### config.mk
export PLATFORM = sky130hd
export DESIGN_NAME = spiHoldMaster
export DESIGN_NICKNAME = d
export VERILOG_FILES = /design/src/rtl/spiHoldPkg.sv /design/src/rtl/spiHoldCtrl.sv /design/src/rtl/spiHoldData.sv /design/src/rtl/spiHoldMaster.sv
export SDC_FILE = /design/constraint.sdc
export NUM_CORES = 1
export LEC_CHECK = 0
export BUFFER_PORTS_ARGS = -buffer_cell sky130_fd_sc_hd__buf_2
export CAP_MARGIN = 20
export CORE_MARGIN = 2
export CORE_UTILIZATION = 58
export DETAILED_ROUTE_END_ITERATION = 7
export HOLD_SLACK_MARGIN = 0.03
export PLACE_DENSITY_LB_ADDON = 0.12
export RECOVER_POWER = 25
export SLEW_MARGIN = 20
export SYNTH_ARGS = -nofsm -noshare
export SYNTH_HDL_FRONTEND = slang
export SYNTH_SLANG_ARGS = --single-unit
### constraint.sdc
create_clock -name clk -period 7.9 [get_ports clk]
set_input_delay 2.37 -clock clk [delete_from_list [all_inputs] [get_ports clk]]
set_output_delay 2.37 -clock clk [all_outputs]
set_load 0.02 [all_outputs]
### src/rtl/spiHoldPkg.sv
package spiHoldPkg;

  // Strobes from the sequencer to the shifting datapath, one cycle wide.
  typedef struct packed {
    logic load;    // accept a word, pull chip select low
    logic rise;    // serial clock goes high, sample miso
    logic fall;    // serial clock goes low, advance transmit bit
    logic finish;  // last falling edge of the word
  } spiStrobeT;

  typedef enum logic [1:0] {
    ST_IDLE = 2'd0,
    ST_LOW  = 2'd1,
    ST_HIGH = 2'd2
  } spiStateT;

endpackage

### src/rtl/spiHoldCtrl.sv
module spiHoldCtrl
  import spiHoldPkg::*;
#(
  parameter int LEN_W = 4,
  parameter int DIV_W = 8
) (
  input  logic             clk,
  input  logic             rstN,
  input  logic             wrEn,
  input  logic [LEN_W-1:0] wrLen,
  input  logic [DIV_W-1:0] divHalf,
  output spiStrobeT        strb,
  output logic             busy
);

  localparam int CNT_W = LEN_W + 1;

  spiStateT         state;
  logic [DIV_W-1:0] halfLat;
  logic [DIV_W-1:0] phaseCnt;
  logic [CNT_W-1:0] bitsLeft;
  logic             lastTick;
  logic [DIV_W-1:0] halfEff;

  assign halfEff  = (divHalf == '0) ? DIV_W'(1) : divHalf;
  assign lastTick = (phaseCnt == halfLat - DIV_W'(1));
  assign busy     = (state != ST_IDLE);

  always_comb begin
    strb = '0;
    unique case (state)
      ST_IDLE: strb.load = wrEn;
      ST_LOW:  strb.rise = lastTick;
      ST_HIGH: begin
        if (lastTick) begin
          if (bitsLeft == CNT_W'(1)) strb.finish = 1'b1;
          else                       strb.fall   = 1'b1;
        end
      end
      default: strb = '0;
    endcase
  end

  always_ff @(posedge clk or negedge rstN) begin
    if (!rstN) begin
      state    <= ST_IDLE;
      halfLat  <= DIV_W'(1);
      phaseCnt <= '0;
      bitsLeft <= '0;
    end else begin
      unique case (state)
        ST_IDLE: begin
          if (wrEn) begin
            state    <= ST_LOW;
            halfLat  <= halfEff;
            phaseCnt <= '0;
            bitsLeft <= CNT_W'(wrLen) + CNT_W'(1);
          end
        end
        ST_LOW: begin
          if (lastTick) begin
            state    <= ST_HIGH;
            phaseCnt <= '0;
          end else begin
            phaseCnt <= phaseCnt + DIV_W'(1);
          end
        end
        ST_HIGH: begin
          if (lastTick) begin
            phaseCnt <= '0;
            bitsLeft <= bitsLeft - CNT_W'(1);
            state    <= (bitsLeft == CNT_W'(1)) ? ST_IDLE : ST_LOW;
          end else begin
            phaseCnt <= phaseCnt + DIV_W'(1);
          end
        end
        default: state <= ST_IDLE;
      endcase
    end
  end


  phase_bound_chk: assert property (@(posedge clk) disable iff (!rstN)
    busy |-> (phaseCnt < halfLat));


  bits_nonzero_chk: assert property (@(posedge clk) disable iff (!rstN)
    busy |-> (bitsLeft != '0));

endmodule

### src/rtl/spiHoldData.sv
module spiHoldData
  import spiHoldPkg::*;
#(
  parameter int DATA_W = 16,
  parameter int LEN_W  = 4
) (
  input  logic              clk,
  input  logic              rstN,
  input  spiStrobeT         strb,
  input  logic [DATA_W-1:0] wrData,
  input  logic [LEN_W-1:0]  wrLen,
  input  logic              wrHold,
  input  logic              rdEn,
  input  logic              miso,
  output logic              sclk,
  output logic              mosi,
  output logic              csN,
  output logic [DATA_W-1:0] rxData,
  output logic              rxReady
);

  localparam int SH_W = $clog2(DATA_W) + 1;

  logic [DATA_W-1:0] txShift;
  logic [DATA_W-1:0] rxShift;
  logic              holdLat;
  logic [SH_W-1:0]   alignShift;

  assign alignShift = SH_W'(DATA_W - 1) - SH_W'(wrLen);
  assign mosi       = txShift[DATA_W-1];

  always_ff @(posedge clk or negedge rstN) begin
    if (!rstN) begin
      txShift <= '0;
      rxShift <= '0;
      holdLat <= 1'b0;
      sclk    <= 1'b0;
      csN     <= 1'b1;
    end else begin
      if (strb.load) begin
        txShift <= wrData << alignShift;
        rxShift <= '0;
        holdLat <= wrHold;
        csN     <= 1'b0;
      end
      if (strb.rise) begin
        sclk    <= 1'b1;
        rxShift <= {rxShift[DATA_W-2:0], miso};
      end
      if (strb.fall) begin
        sclk    <= 1'b0;
        txShift <= {txShift[DATA_W-2:0], 1'b0};
      end
      if (strb.finish) begin
        sclk <= 1'b0;
        csN  <= !holdLat;
      end
    end
  end

  always_ff @(posedge clk or negedge rstN) begin
    if (!rstN) begin
      rxData  <= '0;
      rxReady <= 1'b0;
    end else if (strb.finish) begin
      rxData  <= rxShift;
      rxReady <= 1'b1;
    end else if (rdEn) begin
      rxReady <= 1'b0;
    end
  end


  ready_clear_chk: assert property (@(posedge clk) disable iff (!rstN)
    (rdEn && !strb.finish) |=> !rxReady);


  sample_edge_chk: assert property (@(posedge clk) disable iff (!rstN)
    strb.rise |=> sclk);

endmodule

### src/rtl/spiHoldMaster.sv
module spiHoldMaster
  import spiHoldPkg::*;
#(
  parameter int  DATA_W = 16,
  parameter int  DIV_W  = 8,
  localparam int LEN_W  = $clog2(DATA_W)
) (
  input  logic              clk,
  input  logic              rstN,
  input  logic [DIV_W-1:0]  divHalf,
  input  logic              wrEn,
  input  logic [DATA_W-1:0] wrData,
  input  logic [LEN_W-1:0]  wrLen,
  input  logic              wrHold,
  input  logic              rdEn,
  output logic [DATA_W-1:0] rxData,
  output logic              rxReady,
  output logic              busy,
  output logic              sclk,
  output logic              mosi,
  input  logic              miso,
  output logic              csN
);

  spiStrobeT strb;

  spiHoldCtrl #(.LEN_W(LEN_W), .DIV_W(DIV_W)) uCtrl (
    .clk     (clk),
    .rstN    (rstN),
    .wrEn    (wrEn),
    .wrLen   (wrLen),
    .divHalf (divHalf),
    .strb    (strb),
    .busy    (busy)
  );

  spiHoldData #(.DATA_W(DATA_W), .LEN_W(LEN_W)) uData (
    .clk     (clk),
    .rstN    (rstN),
    .strb    (strb),
    .wrData  (wrData),
    .wrLen   (wrLen),
    .wrHold  (wrHold),
    .rdEn    (rdEn),
    .miso    (miso),
    .sclk    (sclk),
    .mosi    (mosi),
    .csN     (csN),
    .rxData  (rxData),
    .rxReady (rxReady)
  );


  sclk_in_frame_chk: assert property (@(posedge clk) disable iff (!rstN)
    sclk |-> (!csN && busy));


  mosi_steady_chk: assert property (@(posedge clk) disable iff (!rstN)
    $rose(sclk) |-> $stable(mosi));


  cs_steady_chk: assert property (@(posedge clk) disable iff (!rstN)
    (busy && $past(busy)) |-> $stable(csN));


  ready_at_end_chk: assert property (@(posedge clk) disable iff (!rstN)
    $rose(rxReady) |-> ($past(busy) && !busy));

endmodule

==> metrics.md <==
| Metric | Value |
|---|---|
| Die Footprint | `8200 um2` |
| RSZ-0062 raised after global routing | `no` |
| Clock buffer depth | `2` |
| CTS Buf Count | `9` |
| Post-synthesis net count | `between 400 and 500` |
| IO Port Bufs | `54` |
| Post-synth top area cell | `dfrtp_1` |
| Worst VDD drop | `0.119 mV` |
| Final Cycle Share | `a little over 50%` |
| Post-Layout Cell Count | `580` |
| Via count | `3349` |
| Post-synth EDFFs | `0` |
| Hold WC Path Type | `reg2reg` |
| CTS sink cnt | `75` |
| Routability cong. | `0.894` |
| Max-cap violation count | `0` |
| Max FO, Critical Path | `21` |
| Final hold viol count | `0` |
| Antenna viol nets, final | `0` |
| Crit path DAT | `~4.3 ns` |
| Fillers | `610` |
| Clock Latency Late Sink | `between 0.3 and 0.4 ns` |
| Setup TNS | `0 ns` |
| Post-synthesis cell count | `roughly 430` |
| Root Driver | `clkbuf_8` |
| Top_reg_cell synth | `dfrtp_1` |
| Number of post-CTS setup repair buffers | `0` |
| Die Wd | `between 90 and 100 um` |
| Largest family of logic cells by synthesized area | `multiplexers` |
| H-tree Lvls | `3` |
| Count leader, synth | `dfrtp_1` |
| Core area | `slightly above 7000 um2` |
| Setup violators final | `0` |
| Clock-pin slew on the worst setup and hold paths | `~0.080 ns` |
| WHS | `between 0.4 and 0.5 ns` |
| Adder-Cell Fraction of Synth Area | `around 2.9%` |
| WS Path Type | `in2reg` |
| Starting DRT DRC Count | `roughly 140` |
| Total gr overflow | `0` |
| Cell Pwr Density | `roughly 280 nW/um2` |
| Rows | `31` |
| DRT Wirelength | `roughly 8900 um` |
| Placement Cell Area | `approximately 4600 um2` |
| Max Clock Freq | `around 250 MHz` |
| Via density | `5.77` |
| Critical Path Source Type | `input pin` |
| Initial antenna violation count | `0` |
| Mux share of post-synthesis cell area | `17.3%` |
| Top post-synthesis cells by count | `dfrtp_1, nand2_1, o21ai_0` |
| Pin count of the biggest net entering global routing | `76` |
| Starting Density | `~60%` |
| Worst-margin pin slew | `~0.93 ns` |
| Mapped Area | `4340 um2` |
| Resized cells post-CTS | `0` |
| Yosys Warn Count | `0` |
| Wire length per cell | `between 15 and 20 um` |
| Synth Area in Simple Gates | `between 15 and 20%` |
| Yosys top cell area share | `a little over two fifths` |
| Cells taking the most area after synthesis | `dfrtp_1, mux2_2, nand2_1` |
| Final Skew | `~0.011 ns` |
| Cells after DPL | `564` |
| # IOs | `between 50 and 60` |
| Synth unique cells | `63` |
| Layout cells sized above 1 | `a little over a quarter` |
| Ant. Diodes | `0` |
| First-pass GRT wire length | `around 16000 um` |
| Vias in the first global route | `between 3000 and 4000` |
| DRC | `0` |
| Critical Path RT | `about 8.1 ns` |
| Async set-reset flop share out of synthesis | `100%` |
| Die Y | `around 91 um` |
| Critical path endpoint category | `flip-flop` |
| CTS tree | `built` |
| # hold bufs at CTS | `0` |
| Minimum clock period | `4.06 ns` |
| Syn_area_per_cell | `about 10 um2` |
| DP HPWL | `6240 um` |
| Leakage | `roughly 2.2 nW` |
| XOR/XNOR Fraction of Synth Area | `roughly 2.4%` |
| Synth Register Bits | `75` |
| Layout Area Growth over Synthesis | `11.8%` |
| Synth Area in Compound Gates | `roughly 14%` |
| Total power | `roughly 1.4 mW` |
| Worst slew margin | `a little under two fifths` |
| Drt pass-1 iters | `5` |
| Slew Limit Fails | `0` |
| Cell area after layout | `around 4900 um2` |
| Global Route Usage Sum | `roughly a quarter` |
| Final nets | `between 500 and 600` |
| Status | `finished clean` |
| Sequential element share of the synthesized area | `a little over two fifths` |
## layout by cell type, fill, tap and decap left out, types with 3 or more instances in the layout
| cell | n |
|---|---|
| dfrtp_1 | 73 |
| nand2_1 | 64 |
| buf_2 | 53 |
| o21ai_0 | 38 |
| mux2_2 | 35 |
| nor2_1 | 28 |
| a21oi_1 | 20 |
| mux2i_1 | 17 |
| nand3_1 | 10 |
| ha_1 | 10 |
| clkbuf_8 | 10 |
| inv_1 | 9 |
| mux2_4 | 8 |
| xnor2_1 | 7 |
| nand2b_1 | 6 |
| a211oi_1 | 6 |
| xor2_1 | 5 |
| a221oi_1 | 4 |
| o21ai_1 | 4 |
| o311ai_1 | 3 |
| nor3_1 | 3 |
| nor3b_1 | 3 |
| mux4_2 | 3 |
| o22ai_1 | 3 |
| o31ai_1 | 3 |
| and3_1 | 3 |
| buf_4 | 3 |
## final timing paths
path | startpoint | end | slack (ns) | cells past startpoint
max in group asynchronous | rstN | uData.txShift[13] | 5.15 | 1
max reg2reg | uCtrl.halfLat[0] | uData.txShift[14] | 4.68 | 7
min | uData.holdLat | uData.csN | 0.42 | 1
min reg2reg | uData.holdLat | uData.csN | 0.42 | 1
min in group asynchronous | rstN | uData.sclk | 2.15 | 1
max | wrLen[1] | uData.txShift[14] | 3.84 | 8
## registers in the layout, summed over array words and instances, names as in the netlist, 2 cells and up
name	cells
uData.rxData	16
uData.rxShift	16
uData.txShift	16
uCtrl.halfLat	8
uCtrl.phaseCnt	8
uCtrl.bitsLeft	5
uCtrl.state	2
## logic make-up after synthesis
logic type | Yosys count
fa+ha+maj | 10
xor+xnor | 12
simple gates | 140
mux | 63
flops | 75
compound gates | 99
buf+inv | 35
## stage by stage
step	util (%)	worst slack, ns
2_1_floorplan	-	3.67
3_3_place_gp	63.8	3.54
3_5_place_dp	63.8	3.49
4_1_cts	67.0	3.86
5_1_grt	66.9	3.76
6_report	66.9	3.84
## where the power goes
| part | internal, mW | total (mW) | switching [mW] |
|---|---|---|---|
| clock network | 0.190 | 0.341 | 0.151 |
| registers | 0.470 | 0.552 | 0.0816 |
| logic | 0.202 | 0.473 | 0.271 |
| total | 0.862 | 1.37 | 0.504 |
## per-layer routing
layer	global-route usage [%]	share of wire, %	vias to the layer above
met5	0	0	-
met4	7.82	1.8	0
met3	5.43	3.6	16
met2	38.4	48	80
met1	30.9	47	1607
li1	-	-	1646
## worst max-delay path: stages
cell	delay [ns]
buf_2	0.40
mux2_2	0.40
a21oi_1	0.26
nor2_1	0.06
a21oi_1	0.17
a221oi_1	0.10
mux2_2	0.27
mux2_2	0.26
## layout make-up
class	instances	area [um2]	area share, %
inverters	10	37.5	0.773
clock inverters	6	96.3	1.99
repair buffers	56	288	5.93
clock buffers	10	138	2.84
multi-input cells	324	2290	47.2
flip-flops and latches	75	1880	38.7
well taps	99	124	2.55
Note: power is estimated with default switching activity, not from simulation.
